<file path="config.mk">
export PLATFORM = sky130hd
export DESIGN_NAME = spi_master_engine
export DESIGN_NICKNAME = d
export VERILOG_FILES = /design/src/rtl/spi_eng_pkg.sv /design/src/rtl/spi_eng_datapath.sv /design/src/rtl/spi_eng_control.sv /design/src/rtl/spi_master_engine.sv
export SDC_FILE = /design/constraint.sdc
export NUM_CORES = 1
export LEC_CHECK = 0
export BUFFER_PORTS_ARGS = -buffer_cell sky130_fd_sc_hd__buf_4
export CAP_MARGIN = 20
export CELL_PAD_IN_SITES_DETAIL_PLACEMENT = 1
export CELL_PAD_IN_SITES_GLOBAL_PLACEMENT = 2
export CORE_ASPECT_RATIO = 2
export CORE_MARGIN = 10
export CORE_UTILIZATION = 40
export CTS_BUF_LIST = sky130_fd_sc_hd__clkbuf_8
export DETAILED_ROUTE_END_ITERATION = 7
export GPL_ROUTABILITY_DRIVEN = 0
export PLACE_DENSITY = 0.92
export SLEW_MARGIN = 20
export SYNTH_ARGS = -nofsm -noshare
export SYNTH_HDL_FRONTEND = slang
export SYNTH_HIERARCHICAL = 1
export SYNTH_SLANG_ARGS = --single-unit
</file>
<file path="constraint.sdc">
create_clock -name clk -period 5.8 [get_ports clk]
set_clock_uncertainty 0.05 [all_clocks]
set_input_delay 0 -clock clk [delete_from_list [all_inputs] [get_ports clk]]
set_output_delay 0 -clock clk [all_outputs]
set_load 0.005 [all_outputs]
</file>
<file path="src/rtl/spi_eng_pkg.sv">
package spi_eng_pkg;

  // Per-cycle commands from the sequencer to the shifting datapath.
  typedef struct packed {
    logic start;     // load transmit word, clear receive shifter
    logic capture;   // sample miso into the holding flop
    logic shiftRx;   // move one bit into the receive shifter
    logic rxFromPin; // shift source is miso directly rather than the holding flop
    logic shiftTx;   // advance to the next outgoing bit
    logic commit;    // copy the finished word to the parallel register
  } engStrobe_t;

  typedef enum logic [1:0] {
    ST_IDLE = 2'd0,
    ST_RUN  = 2'd1,
    ST_TAIL = 2'd2
  } engState_t;

endpackage

</file>
<file path="src/rtl/spi_eng_datapath.sv">
module spi_eng_datapath
  import spi_eng_pkg::*;
#(
  parameter int DATA_W = 16
) (
  input  logic              clk,
  input  logic              rstN,
  input  engStrobe_t        strobe,
  input  logic              cfgLsbFirst,
  input  logic              cfgWide,
  input  logic [DATA_W-1:0] txData,
  input  logic              miso,
  output logic              mosi,
  output logic [DATA_W-1:0] rxData
);

  localparam int HALF_W = DATA_W / 2;

  logic [DATA_W-1:0] txSr;
  logic [DATA_W-1:0] rxSr;
  logic [DATA_W-1:0] rxReg;
  logic [DATA_W-1:0] rxShifted;
  logic [DATA_W-1:0] rxFinal;
  logic [DATA_W-1:0] widthMask;
  logic              holdBit;
  logic              rxBit;

  // Active-width mask: upper half enabled only in wide mode.
  for (genvar i = 0; i < DATA_W; i++) begin : g_mask
    if (i < HALF_W) begin : g_low
      assign widthMask[i] = 1'b1;
    end else begin : g_high
      assign widthMask[i] = cfgWide;
    end
  end

  // Outgoing bit comes from whichever end leads for the selected order and width.
  always_comb begin
    if (cfgLsbFirst) begin
      mosi = txSr[0];
    end else if (cfgWide) begin
      mosi = txSr[DATA_W-1];
    end else begin
      mosi = txSr[HALF_W-1];
    end
  end

  assign rxBit = strobe.rxFromPin ? miso : holdBit;

  // Insert point: LSB end for MSB-first, top of the active window for LSB-first.
  always_comb begin
    rxShifted = rxSr;
    if (cfgLsbFirst) begin
      rxShifted = rxSr >> 1;
      if (cfgWide) begin
        rxShifted[DATA_W-1] = rxBit;
      end else begin
        rxShifted[HALF_W-1] = rxBit;
      end
    end else begin
      rxShifted = {rxSr[DATA_W-2:0], rxBit};
    end
  end

  assign rxFinal = (strobe.shiftRx ? rxShifted : rxSr) & widthMask;

  always_ff @(posedge clk or negedge rstN) begin
    if (!rstN) begin
      txSr    <= '0;
      rxSr    <= '0;
      rxReg   <= '0;
      holdBit <= 1'b0;
    end else begin
      if (strobe.start) begin
        txSr <= txData & widthMask;
        rxSr <= '0;
      end else begin
        if (strobe.shiftTx) begin
          txSr <= cfgLsbFirst ? (txSr >> 1) : (txSr << 1);
        end
        if (strobe.shiftRx) begin
          rxSr <= rxShifted;
        end
      end
      if (strobe.capture) begin
        holdBit <= miso;
      end
      if (strobe.commit) begin
        rxReg <= rxFinal;
      end
    end
  end

  assign rxData = rxReg;

endmodule

</file>
<file path="src/rtl/spi_eng_control.sv">
module spi_eng_control
  import spi_eng_pkg::*;
#(
  parameter int DATA_W = 16,
  parameter int DIV_W  = 8
) (
  input  logic             clk,
  input  logic             rstN,
  input  logic             cfgCpha,
  input  logic             cfgWide,
  input  logic [DIV_W-1:0] cfgDiv,
  input  logic             txWrite,
  input  logic             statusRead,
  input  logic             rxRead,
  output engStrobe_t       strobe,
  output logic             sckToggle,
  output logic             ssN,
  output logic             busy,
  output logic             doneFlag,
  output logic             overrunFlag
);

  localparam int CNT_W = $clog2(2 * DATA_W + 1);
  localparam logic [CNT_W-1:0] EDGES_FULL = CNT_W'(2 * DATA_W);
  localparam logic [CNT_W-1:0] EDGES_HALF = CNT_W'(DATA_W);

  engState_t        state;
  logic [DIV_W-1:0] hCnt;
  logic [CNT_W-1:0] edgeCnt;
  logic [CNT_W-1:0] totalEdges;
  logic             tick;
  logic             fire;
  logic             oddEdge;
  logic             lastEdge;
  logic             clearArmed;

  assign totalEdges = cfgWide ? EDGES_FULL : EDGES_HALF;
  assign tick       = (state != ST_IDLE) && (hCnt >= cfgDiv);
  assign fire       = (state == ST_RUN) && tick;
  assign oddEdge    = ~edgeCnt[0];          // edge about to fire is edgeCnt+1
  assign lastEdge   = (edgeCnt + CNT_W'(1)) == totalEdges;

  always_comb begin
    strobe           = '0;
    strobe.start     = (state == ST_IDLE) && txWrite;
    strobe.capture   = fire && !cfgCpha && oddEdge;
    strobe.shiftRx   = fire && !oddEdge;
    strobe.rxFromPin = cfgCpha;
    strobe.shiftTx   = fire && ((!cfgCpha && !oddEdge && !lastEdge) ||
                                (cfgCpha && oddEdge && (edgeCnt != '0)));
    strobe.commit    = fire && lastEdge;
  end

  // Transfer sequencing: lead half period, 2n edges, tail half period.
  always_ff @(posedge clk or negedge rstN) begin
    if (!rstN) begin
      state     <= ST_IDLE;
      hCnt      <= '0;
      edgeCnt   <= '0;
      sckToggle <= 1'b0;
      ssN       <= 1'b1;
    end else begin
      unique case (state)
        ST_IDLE: begin
          if (txWrite) begin
            state     <= ST_RUN;
            ssN       <= 1'b0;
            hCnt      <= '0;
            edgeCnt   <= '0;
            sckToggle <= 1'b0;
          end
        end
        ST_RUN: begin
          if (tick) begin
            hCnt      <= '0;
            sckToggle <= ~sckToggle;
            edgeCnt   <= edgeCnt + CNT_W'(1);
            if (lastEdge) begin
              state <= ST_TAIL;
            end
          end else begin
            hCnt <= hCnt + DIV_W'(1);
          end
        end
        ST_TAIL: begin
          if (tick) begin
            hCnt  <= '0;
            state <= ST_IDLE;
            ssN   <= 1'b1;
          end else begin
            hCnt <= hCnt + DIV_W'(1);
          end
        end
        default: begin
          state <= ST_IDLE;
          ssN   <= 1'b1;
        end
      endcase
    end
  end

  // Completion and overrun flags with a two-step clear.
  always_ff @(posedge clk or negedge rstN) begin
    if (!rstN) begin
      doneFlag    <= 1'b0;
      overrunFlag <= 1'b0;
      clearArmed  <= 1'b0;
    end else if (strobe.commit) begin
      doneFlag   <= 1'b1;
      clearArmed <= 1'b0;
      if (doneFlag) begin
        overrunFlag <= 1'b1;
      end
    end else begin
      if (statusRead && doneFlag) begin
        clearArmed <= 1'b1;
      end
      if (rxRead && clearArmed) begin
        doneFlag    <= 1'b0;
        overrunFlag <= 1'b0;
        clearArmed  <= 1'b0;
      end
    end
  end

  assign busy = (state != ST_IDLE);

endmodule

</file>
<file path="src/rtl/spi_master_engine.sv">
module spi_master_engine
  import spi_eng_pkg::*;
#(
  parameter int DATA_W = 16,
  parameter int DIV_W  = 8
) (
  input  logic              clk,
  input  logic              rstN,
  input  logic              cfgCpol,
  input  logic              cfgCpha,
  input  logic              cfgLsbFirst,
  input  logic              cfgWide,
  input  logic [DIV_W-1:0]  cfgDiv,
  input  logic              txWrite,
  input  logic [DATA_W-1:0] txData,
  input  logic              statusRead,
  input  logic              rxRead,
  output logic [DATA_W-1:0] rxData,
  output logic              doneFlag,
  output logic              overrunFlag,
  output logic              busy,
  output logic              sck,
  output logic              mosi,
  input  logic              miso,
  output logic              ssN
);

  engStrobe_t strobe;
  logic       sckToggle;

  spi_eng_control #(
    .DATA_W(DATA_W),
    .DIV_W (DIV_W)
  ) u_ctrl (
    .clk        (clk),
    .rstN       (rstN),
    .cfgCpha    (cfgCpha),
    .cfgWide    (cfgWide),
    .cfgDiv     (cfgDiv),
    .txWrite    (txWrite),
    .statusRead (statusRead),
    .rxRead     (rxRead),
    .strobe     (strobe),
    .sckToggle  (sckToggle),
    .ssN        (ssN),
    .busy       (busy),
    .doneFlag   (doneFlag),
    .overrunFlag(overrunFlag)
  );

  spi_eng_datapath #(
    .DATA_W(DATA_W)
  ) u_dp (
    .clk        (clk),
    .rstN       (rstN),
    .strobe     (strobe),
    .cfgLsbFirst(cfgLsbFirst),
    .cfgWide    (cfgWide),
    .txData     (txData),
    .miso       (miso),
    .mosi       (mosi),
    .rxData     (rxData)
  );

  // Polarity only flips the level; the edge sequence is polarity-free.
  assign sck = cfgCpol ^ sckToggle;

endmodule

</file>
* Word level (Yosys, flattened, before mapping)
Index checks and enable logic that the tools add are counted.
Storage, ports and cells: register bits 70, bits of input ports 34, output and inout bits 22, logic and storage cells 95
Cells by class: add/subtract/negate cells 2, $lt $le $gt $ge 1, equality and inequality tests 8, mux-type cells 35, bitwise gates (word level) 6, reductions and logical operators 31
Operators with widths (number):
- two-way mux 16 bit | 6
- AND 16 bit | 2
- two-way mux 6 bit | 3
- two-way mux 8 bit | 2
- one-hot mux 8 bit (2 select lines) | 1
- two-way mux 1 bit | 15
- logical AND 1 bit | 14
- one-hot mux 6 bit (2 select lines) | 1
- nonzero test 2 bit | 5
- adder 8 x 1 -> 8 bit (second input constant) | 1
- >= comparator 8 bit | 1
- two-way mux 2 bit | 4
- inequality test 2 x 1 -> 1 bit (second input constant) | 4
- adder 6 x 1 -> 6 bit (second input constant) | 1
- == test 6 bit | 1
- one-hot mux 2 bit (3 select lines) | 1
- AND reduction 3 bit | 2
- nonzero test 6 bit | 1
- AND reduction 2 bit | 2
- AND reduction 4 bit | 1
- inverter 1 bit | 3
- one-hot mux 1 bit (3 select lines) | 1
- nonzero test 3 bit | 1
- == test 2 x 1 -> 1 bit (second input constant) | 1
- other kinds (8) | 9

* Logic depth before layout (Yosys ltp)
Gate-level depths: netlist (run 1).
word-level depth 8, depth in mapped cells 12, gate-level depth less buffers 11

* Hierarchy
Netlist (run 1), hierarchy kept.
Modules (own cells, without submodules):
- spi_eng_datapath | times used 1, cells each 247, area an instance 2427.3 um^2, sequential area each 1226.2 um^2
- spi_eng_control | times used 1, cells each 177, area an instance 1594.0 um^2, sequential area each 526.8 um^2
- spi_master_engine | times used 1, cells each 1, area an instance 8.8 um^2, sequential area each 0.0 um^2

* Least setup slack after synthesis (run 1)
No wires, ideal clock.
path type reg2reg, start reg u_ctrl.state[0], end reg u_dp.rxReg[10], in the netlist u_dp/rxData[10], setup time 0.136 ns, arrival time 2.189 ns, required time 5.614 ns, slack 3.425 ns, stages on the path, launching flop included 11, path buffers 2, clock period less this slack 2.375 ns, path through dfrtp_1 > inv_1 > ha_1 > and3b_2 > o2111ai_4 > o21ai_2 > nand2_2 > nor2_4 > clkbuf_2 > clkbuf_1 > o22ai_1
RTL lines:
- start: declaration | line spi_eng_control.sv:27 | engState_t state;
- start signal: assignment | line spi_eng_control.sv:57 | state <= ST_IDLE;
- start signal: assignment | line spi_eng_control.sv:66 | state <= ST_RUN;
- start signal: assignment | line spi_eng_control.sv:79 | state <= ST_TAIL;
- end signal: assignment | line spi_eng_datapath.sv:89 | rxReg <= rxFinal;
- end: declaration | line spi_eng_datapath.sv:21 | logic [DATA_W-1:0] rxReg;

==> results of run 1 <==
[layout make-up]
cell class / instances / area (µm²)
clock inverters: 4 / 17.52
inverters: 26 / 97.59
clock buffers: 10 / 137.6
fillers: 1158 / 4985
well taps: 132 / 165.2
flip-flops and latches: 70 / 1753
repair buffers: 79 / 650.6
multi-input cells: 303 / 2021
[path summary, 6_finish.rpt]
path                                        start         endpoint  slack [ns]  cells after the start
worst min register to register       u_dp/holdBit     u_dp/holdBit        0.46                      1
worst min-delay path                      cfgCpha     u_dp/holdBit        0.04                      3
min in group asynchronous                    rstN  u_dp/rxData[13]        0.27                      2
max in group asynchronous                    rstN    u_dp/txSr[14]        4.82                      2
worst max register to register  u_ctrl/edgeCnt[0]    u_dp/txSr[14]        2.71                      8
worst max-delay path            u_ctrl/edgeCnt[0]    u_dp/txSr[14]        2.71                      8
[flip-flops by register name, summed over array words and instances (netlist names)]
register,flops
u_dp/rxData,16
u_dp/rxSr,16
u_dp/txSr,16
u_ctrl/hCnt,8
u_ctrl/edgeCnt,6
u_ctrl/state,2
u_ctrl/clearArmed,1
u_ctrl/doneFlag,1
u_ctrl/overrunFlag,1
u_ctrl/sckToggle,1
u_ctrl/ssN,1
u_dp/holdBit,1
[worst max-delay path, stage by stage (launching register included)]
cell and delay, ns:
dfrtp_1 0.54, ha_1 0.37, nand3_2 0.17, o311ai_0 0.36, a311o_1 0.31, nand3b_1 0.17
a21oi_4 0.60, o21ai_0 0.19, o21ai_0 0.22
[metrics by stage]
stage,worst slack (ns),total power [µW],utilization (%)
2_1_floorplan,3.425,1006,-
3_3_place_gp,2.542,1142,45.23
3_5_place_dp,2.483,1170,45.23
4_1_cts,2.456,1525,49.15
5_1_grt,2.398,1616,49.27
6_report,2.712,1511,49.27
[metal layers]
layer / share of wire (%) / wire length, µm / up-vias
met5: 0 / 0 / -
met1: 38 / 4165 / 1655
li1: - / - / 1595
met2: 57 / 6245 / 51
met4: 2.2 / 238 / 0
met3: 3.1 / 338 / 15
[placed cells by master (no fill, tap or decap), types with 4 or more instances in the layout]
cell	netlist	final
and2_1	4	4
inv_1	26	28
nor2_1	30	29
nor2b_1	10	10
nand2_1	58	58
a31oi_1	4	4
nand3b_1	4	4
ha_1	15	15
o21ai_0	46	46
a21oi_1	15	14
buf_4	4	56
mux2_2	8	8
o21ai_1	10	10
dlygate4sd3_1	0	23
and3_1	4	4
mux2i_1	30	30
clkbuf_8	0	10
nand3_1	8	8
o22ai_1	9	9
dfrtp_1	69	69
[cell families after synthesis]
logic type,synth area share (%)
compound gates,17.67
flops,43.50
mux,10.99
fa+ha+maj,4.657
buf+inv,6.830
xor+xnor,1.087
simple gates,15.27
[power by group through the flow]
stage	Sequential, µW	Combinational (µW)	Clock (µW)
detailed placement	682	488	0
CTS	674	505	347
global route	686	565	365
finish	674	504	334
floorplan	644	362	0
global placement	678	464	0
==> flow_summary.json, run 1 <==
{
  "status": "completed",
  "fin_cells": 624,
  "core_um2": 9827,
  "crit_type": "flop to flop",
  "die_y_um": 162.0,
  "drt-vias-per-instance": 5.314,
  "hold_path_class": "input pin to flop",
  "cts_setup_buffers": 0,
  "p_seq_share_pct": 44.6,
  "root_buffer": "clkbuf_8",
  "synth-async-reset-ratio_pct": 100.0,
  "htree_levels": 3,
  "yosysMostFrequentCell": "dfrtp_1",
  "period_needed_ns": 3.088,
  "p_leak_uw": 0.002296,
  "initial_core_util_pct": 41.01,
  "cts-hold-fix-buffers": 23,
  "end_kind": "flop",
  "relSlewSlack_pct": 38.70,
  "cts_sinks": 70,
  "pwr-share-comb_pct": 33.3,
  "synth_edf_count": 0,
  "p_clk_share_pct": 22.1,
  "portBuffers": 55,
  "grt_pass1_wl_mm": 18.08,
  "seq_area_frac_synth_pct": 43.50,
  "first_global_vias": 3609,
  "cts_tree": "done",
  "maxCapViolCount": 0,
  "yosysTopAreaCellShare_pct": 42.84,
  "busiest_layer": "met2",
  "drt_wl_total_mm": 10.99,
  "grt_overflow": 0,
  "num-nets-final": 538,
  "intPower_uw": 950.4,
  "worstMarginPinSlew_ns": 0.9195,
  "drt_iter0_drc": 102,
  "drc": 0,
  "worstPathArrival_ns": 3.29,
  "drive_above_1_share_pct": 20.12,
  "hold_violations": 0,
  "ios": 56,
  "die-area_um2": 14730,
  "critPathMaxFanout": 31,
  "avgSynthCellArea_um2": 9.483,
  "switchingPower_uw": 561.0,
  "whs_ns": 0.03989,
  "synth_cells": 425,
  "num_rows": 51,
  "die_w_um": 90.98,
  "synth_area_leader_cell": "dfrtp_1",
  "clock_path_buffers": 2,
  "antenna_found_initial": 0,
  "antenna_cells": 0,
  "first_pass_iters": 4,
  "grtUsageMet1_pct": 15.16,
  "ys_warn_count": 6,
  "switching_share_pct": 37.12,
  "synth_ff_type": "dfrtp_1",
  "syn_area_um2": 4030,
  "routedWlPerCell_um": 17.61,
  "dp.cells": 587,
  "final_area_um2": 4842,
  "cts_resized": 0,
  "setup-tns-final_ns": 0,
  "grt_setup_unrepaired": "false",
  "synth_cell_types": 58,
  "synth_commonest_cells": "dfrtp_1, nand2_1, o21ai_0",
  "gr-usage-met2_pct": 28.47,
  "fin_crit_sh_pct": 53.24,
  "path_clk_slew_ns": 0.07,
  "grt_start_max_net_pins": 71,
  "startpoint_type": "flop",
  "crit_required_ns": 6.00,
  "antenna_left": 0,
  "place_area_um2": 4444,
  "drv_slew": 0,
  "fmax_mhz": 323.9,
  "setup_viol": 0,
  "synth.area.top_cells": "dfrtp_1, mux2i_1, o21ai_0, nand2_1, ha_1",
  "ir_worst_vdd_uv": 177.4,
  "synth.net_count": 474,
  "track_usage_pct": 15.07,
  "power_density_nw_per_um2": 312.1,
  "yosys_register_bits": 70,
  "grt_use_met3_pct": 2.955,
  "clock_latency_ns": 0.34,
  "vias": 3316,
  "cts_buffers": 9,
  "syn_to_final_growth_pct": 20.15,
  "place.detailed.hpwl_mm": 7.759
}
Note: power is estimated with default switching activity, not from simulation.
==> run 2, diff against run 1 <==
--- a/config.mk
+++ b/config.mk
@@ -5,17 +5,18 @@
 export SDC_FILE = /design/constraint.sdc
 export NUM_CORES = 1
 export LEC_CHECK = 0
+export ABC_AREA = 1
 export BUFFER_PORTS_ARGS = -buffer_cell sky130_fd_sc_hd__buf_4
 export CAP_MARGIN = 20
 export CELL_PAD_IN_SITES_DETAIL_PLACEMENT = 1
 export CELL_PAD_IN_SITES_GLOBAL_PLACEMENT = 2
 export CORE_ASPECT_RATIO = 2
 export CORE_MARGIN = 10
-export CORE_UTILIZATION = 40
+export CORE_UTILIZATION = 34
 export CTS_BUF_LIST = sky130_fd_sc_hd__clkbuf_8
 export DETAILED_ROUTE_END_ITERATION = 7
 export GPL_ROUTABILITY_DRIVEN = 0
-export PLACE_DENSITY = 0.92
+export PLACE_DENSITY = 0.86
 export SLEW_MARGIN = 20
 export SYNTH_ARGS = -nofsm -noshare
 export SYNTH_HDL_FRONTEND = slang
==> constraint.sdc (replaced) <==
create_clock -name clk -period 3.2 [get_ports clk]
set_clock_uncertainty 0.05 [all_clocks]
set_input_delay 0 -clock clk [delete_from_list [all_inputs] [get_ports clk]]
set_output_delay 0 -clock clk [all_outputs]
set_load 0.005 [all_outputs]
==> run 2 against run 1 <==
Net effect: maximum frequency rose by 25%; first-iteration DRC count rose by 87%; worst hold slack got worse by 0.0089 ns; global-route usage fell by 0.67 points; clock power up 140%; register-to-register slack lost 2.0 ns; critical path depth grew 1; non-clock buffer count is 1 lower; critical endpoint is now u_dp/txSr[11].
==> flow_summary.json, run 2 <==
{
  "status": "completed",
  "die-area_um2": 16370,
  "synth_cells": 504,
  "fin_crit_sh_pct": 77.29,
  "cts_setup_buffers": 0,
  "routedWlPerCell_um": 15.38,
  "crit_chain": "inv_1 -> ha_1 -> nand3_1 -> o311ai_0 -> a21oi_1 -> inv_1 -> nand2_2 -> nor2_1 -> a31oi_1",
  "grt_setup_unrepaired": "false",
  "grt_start_max_net_pins": 71,
  "syn_to_final_growth_pct": 23.79,
  "synth_commonest_cells": "nand2_1, dfrtp_1, inv_1",
  "synth_cell_types": 36,
  "ir_worst_vdd_uv": 199.7,
  "crit_slowest_cell": "o311ai_0",
  "synth.area.top_cells": "dfrtp_1, nand2_1, inv_1, nand3_1, ha_1",
  "place.detailed.hpwl_mm": 8.252,
  "crit_required_ns": 3.36,
  "crit_buf_inv": 2,
  "area.sequential_um2": 1753,
  "fmax_mhz": 404.3,
  "htree_levels": 3,
  "cp_slowest_stage_delay_ns": 0.52,
  "min_from": "cfgCpha",
  "worstPathArrival_ns": 2.63,
  "ys_warn_count": 6,
  "drc": 0,
  "drt-vias-per-instance": 4.956,
  "antenna_found_initial": 0,
  "crit_family": "compound AO/OA/AOI/OAI gates",
  "power_density_nw_per_um2": 550.0,
  "worstMarginPinSlew_ns": 0.9452,
  "die_w_um": 95.60,
  "cts_sinks": 70,
  "setup_viol": 0,
  "end_kind": "flop",
  "initial_core_util_pct": 34.43,
  "antenna_cells": 0,
  "clock_latency_ns": 0.35,
  "die_y_um": 171.2,
  "seq_area_frac_synth_pct": 45.11,
  "path_clk_slew_ns": 0.07,
  "maxCapViolCount": 0,
  "power_uw": 2646,
  "crit_type": "flop to flop",
  "hold_violations": 0,
  "yosysMostFrequentCell": "nand2_1",
  "reg2reg_to": "u_dp/txSr[11]",
  "setup-tns-final_ns": 0,
  "multi_input_area_um2": 1803,
  "yosys_register_bits": 70,
  "first_pass_iters": 4,
  "period_needed_ns": 2.473,
  "n_fill_cell": 1407,
  "drt_iter0_drc": 191,
  "grt_overflow": 0,
  "reg2reg_slack_ns": 0.73,
  "clock_path_buffers": 2,
  "synth.net_count": 553,
  "synth_ff_type": "dfrtp_1",
  "yosysTopAreaCellShare_pct": 44.43,
  "r2r_cells": 9,
  "vias": 3578,
  "startpoint_type": "flop",
  "core_um2": 11290,
  "holdPathEnd": "u_dp/holdBit",
  "first_global_vias": 3976,
  "relSlewSlack_pct": 36.99,
  "avgSynthCellArea_um2": 7.711,
  "grt_pass1_wl_mm": 18.94,
  "root_buffer": "clkbuf_8",
  "critPathMaxFanout": 23,
  "hold_path_class": "input pin to flop",
  "mostFrequentLayoutCells": "nand2_1, dfrtp_1, buf_4",
  "synth_edf_count": 0,
  "antenna_left": 0,
  "num_rows": 55,
  "syn_area_um2": 3886,
  "synth-async-reset-ratio_pct": 100.0,
  "ios": 56,
  "num-nets-final": 624,
  "portBuffers": 55,
  "track_usage_pct": 14.41,
  "cts_tree": "done",
  "cts_buffers": 9,
  "p_leak_uw": 0.002409,
  "r2r_start": "u_ctrl/edgeCnt[0]",
  "crit_top_cell": "inv_1",
  "drive_above_1_share_pct": 16.38,
  "critPathLaunch": "u_ctrl/edgeCnt[0]",
  "synth_area_leader_cell": "dfrtp_1",
  "layout_commonest_cell": "nand2_1",
  "hold_depth": 3,
  "drv_slew": 0,
  "drt_wl_total_mm": 11.11
}
-- run 2: cell types whose count changed after synthesis, moves of 7 or more --
cell	delta
inv_1	+26
o211ai_1	+15
mux2_2	-7
a21oi_1	-8
nor2_1	+11
o21ai_0	-32
nand2_1	+112
o22ai_1	-9
nand3_1	+30
nor2b_1	-10
mux2i_1	-30
-- run 2: worst reg2reg max path, stage by stage, from the launching register on --
cell and delay [ns]:
dfrtp_1 0.48, inv_1 0.20, ha_1 0.18, nand3_1 0.08, o311ai_0 0.52, a21oi_1 0.15, inv_1 0.15, nand2_2 0.28
nor2_1 0.19, a31oi_1 0.06
-- run 2: report_power, final --
| part | internal [µW] | total, µW | switching [µW] | leakage (µW) |
|---|---|---|---|---|
| Combinational | 263 | 723 | 460 | 0.00136 |
| Sequential | 1020 | 1110 | 94.4 | 0.000935 |
| Clock | 459 | 811 | 352 | 0.000114 |
| Total | 1740 | 2650 | 906 | 0.00241 |
-- run 2: layer usage --
layer / vias to the layer above / track usage [%] / share of wire, %
met1: 1762 / 15.50 / 39
li1: 1749 / - / -
met2: 55 / 26.32 / 56
met5: - / 0 / 0
met3: 12 / 3.361 / 3.1
met4: 0 / 4.836 / 1.8
-- run 2: final cells by class --
cell class / count / share of cell area [%]
Multi-Input combinational cell: 361 / 37.48
Timing Repair Buffer: 78 / 13.26
Clock buffer: 10 / 2.861
Tap cell: 142 / 3.693
Inverter: 55 / 4.499
Sequential cell: 70 / 36.44
Clock inverter: 6 / 1.769
-- run 2: worst max path at each step --
stage                                  to  cells after the start
final                       u_dp/txSr[11]                      9
after global routing        u_dp/txSr[15]                     14
after CTS                  u_dp/rxData[6]                     12
after detailed placement   u_dp/rxData[6]                     12
after global placement     u_dp/rxData[3]                     12
after floorplan           u_dp/rxData[15]                     15
-- run 2: kinds of logic after synthesis --
kind of cell,Yosys count,synth area share [%]
buffers and inverters,73,8.500
xor gates and xnor gates,8,1.803
and+or+nand+nor,272,29.43
DFF,70,45.11
muxes,1,0.2897
AOI/OAI and AO/OA,65,10.05
adders and majority gates,15,4.829
-- run 2: what timing repair did --
action | 4_1_cts | 5_1_grt
gates resized for setup | 0 | 0
hold endpoints to repair | 90 | 0
hold buffers | 21 | 0
-- run 2: stage by stage --
stage | worst slack [ns] | instance area (µm²) | hold WS, ns | utilization (%) | instances
after floorplan | 1.162 | 3886 | -0.3456 | - | 504
after global placement | 0.8117 | 4378 | 0.1474 | 38.79 | 685
after detailed placement | 0.6679 | 4378 | 0.1607 | 38.79 | 685
after CTS | 0.6626 | 4811 | 0.01227 | 42.63 | 722
after global routing | 0.4937 | 4811 | 0.02101 | 42.63 | 722
final | 0.7268 | 4811 | 0.03103 | 42.63 | 722
==> run 3, diff against run 2 <==
==> constraint.sdc (replaced) <==
create_clock -name clk -period 2.5 [get_ports clk]
set_clock_uncertainty 0.05 [all_clocks]
set_input_delay 0 -clock clk [delete_from_list [all_inputs] [get_ports clk]]
set_output_delay 0 -clock clk [all_outputs]
set_load 0.005 [all_outputs]
==> run 3 against run 2 <==
Net effect: clock-buffer cell count unchanged; critical path depth up 5; combinational power up 34%; sequential cell count unchanged; via count up 0.75%; register-to-register slack worse by 0.50 ns; non-clock buffer count up 11; first-iteration DRC count down 45%; power up 30%; largest cell class unchanged.
==> flow_summary.json, run 3 (same netlist as run 2, synthesis figures left out) <==
{
  "status": "completed",
  "ios": 56,
  "fmax_mhz": 440.3,
  "worstPathArrival_ns": 2.50,
  "drt_wl_total_mm": 11.21,
  "die-area_um2": 16370,
  "drv_slew": 0,
  "crit_path_end": "u_dp/txSr[5]",
  "mostFrequentLayoutCells": "nand2_1, dfrtp_1, buf_4",
  "grt_setup_unrepaired": "false",
  "initial_core_util_pct": 34.43,
  "vias": 3605,
  "ir_worst_vdd_uv": 318.5,
  "clock_latency_ns": 0.36,
  "layout_commonest_cell": "nand2_1",
  "antenna_left": 0,
  "end_kind": "flop",
  "fin_cells": 733,
  "routedWlPerCell_um": 15.29,
  "grt_start_max_net_pins": 71,
  "drc": 0,
  "dp.cells": 695,
  "path_clk_slew_ns": 0.08,
  "portBuffers": 55,
  "reg2reg_to": "u_dp/txSr[5]",
  "die_y_um": 171.2,
  "power_density_nw_per_um2": 696.2,
  "fin_crit_sh_pct": 90.85,
  "first_pass_iters": 4,
  "grt_pass1_wl_mm": 18.65,
  "cts_setup_buffers": 0,
  "period_needed_ns": 2.271,
  "track_usage_pct": 14.40,
  "antenna_cells": 0,
  "clock_path_buffers": 2,
  "drive_above_1_share_pct": 18.44,
  "num_rows": 55,
  "r2r_start": "u_ctrl/hCnt[3]",
  "root_buffer": "clkbuf_8",
  "syn_to_final_growth_pct": 27.17,
  "first_global_vias": 3971,
  "critPathLaunch": "u_ctrl/hCnt[3]",
  "antenna_found_initial": 0,
  "cts_tree": "done",
  "htree_levels": 3,
  "hold_path_class": "input pin to flop",
  "hold_violations": 0,
  "maxCapViolCount": 0,
  "r2r_cells": 14,
  "power_uw": 3441,
  "relSlewSlack_pct": 37.59,
  "p_leak_uw": 0.002459,
  "critPathMaxFanout": 8,
  "grt_overflow": 0,
  "core_um2": 11290,
  "place.detailed.hpwl_mm": 8.263,
  "drt_iter0_drc": 106,
  "die_w_um": 95.60,
  "crit_required_ns": 2.73,
  "worstMarginPinSlew_ns": 0.9362,
  "drt-vias-per-instance": 4.918,
  "cts_sinks": 70,
  "startpoint_type": "flop",
  "reg2reg_slack_ns": 0.23,
  "num-nets-final": 635,
  "setup_viol": 0,
  "setup-tns-final_ns": 0,
  "crit_type": "flop to flop",
  "cts_buffers": 9
}
[run 3: changes by cell type in the layout (fill, tap and decap cells not counted), sizes merged]
cell and change:
buf +10, inv -2, clkinv +1, clkinvlp +1, dlygate4sd3 +1
[run 3: how the worst min path moves through the flow]
stage / start / endpoint / depth (start not counted)
detailed placement: rstN / u_dp/rxData[6] / 1
finish: cfgWide / u_dp/rxSr[7] / 6
floorplan: rstN / u_ctrl/clearArmed / 0
global placement: rstN / u_dp/rxData[5] / 1
global route: cfgWide / u_dp/rxSr[7] / 6
CTS: cfgWide / u_dp/rxSr[7] / 6
[run 3: per-stage QoR]
step	setup slack (ns)	util [%]	hold slack [ns]	cell area, µm²
after floorplan	0.4617	-	-0.3456	3886
after global placement	0.1639	39.68	0.1539	4478
after detailed placement	0.02698	39.68	0.1488	4478
after CTS	0.1030	43.65	0.04972	4926
after global routing	0.01907	43.79	0.1129	4942
final	0.2288	43.79	0.07552	4942
[run 3: report_power, final]
part	switching (µW)	internal (µW)	total, µW
sequential	123	1300	1430
combinational	613	356	969
clock	460	585	1040
total	1200	2250	3440
[run 3: what timing repair did]
| item | 4_1_cts | 5_1_grt |
|---|---|---|
| hold endpoints to repair | 90 | 0 |
| hold buffers | 22 | 0 |
| endpoints found under the setup margin | 2 | 28 |
| gates resized for setup | 1 | 4 |
| pin swaps | 0 | 1 |
[run 3: cell type report]
class                           count  area (µm²)
Clock buffer                       10       137.6
Clock inverter                      6       85.08
Fill cell                        1420        6344
Inverter                           55       216.5
Multi-Input combinational cell    361        1824
Sequential cell                    70        1753
Tap cell                          142       177.7
Timing Repair Buffer               89       748.2
[run 3: worst max-delay path, stage by stage (launching register included)]
cell and delay, ns:
dfrtp_1 0.43, ha_1 0.31, nand2_1 0.09, nor2_1 0.12
nor2_1 0.05, nand2_1 0.06, nand2_1 0.06, nand2_2 0.09
nand3_4 0.12, a21oi_2 0.14, inv_1 0.07, buf_4 0.14
nor2_4 0.20, o211ai_1 0.13, o211ai_1 0.11
[run 3: metal layers]
layer,share of wire (%),track usage (%)
met3,3.4,3.143
met1,38,14.16
met2,57,27.32
met4,1.8,6.125
met5,0,0
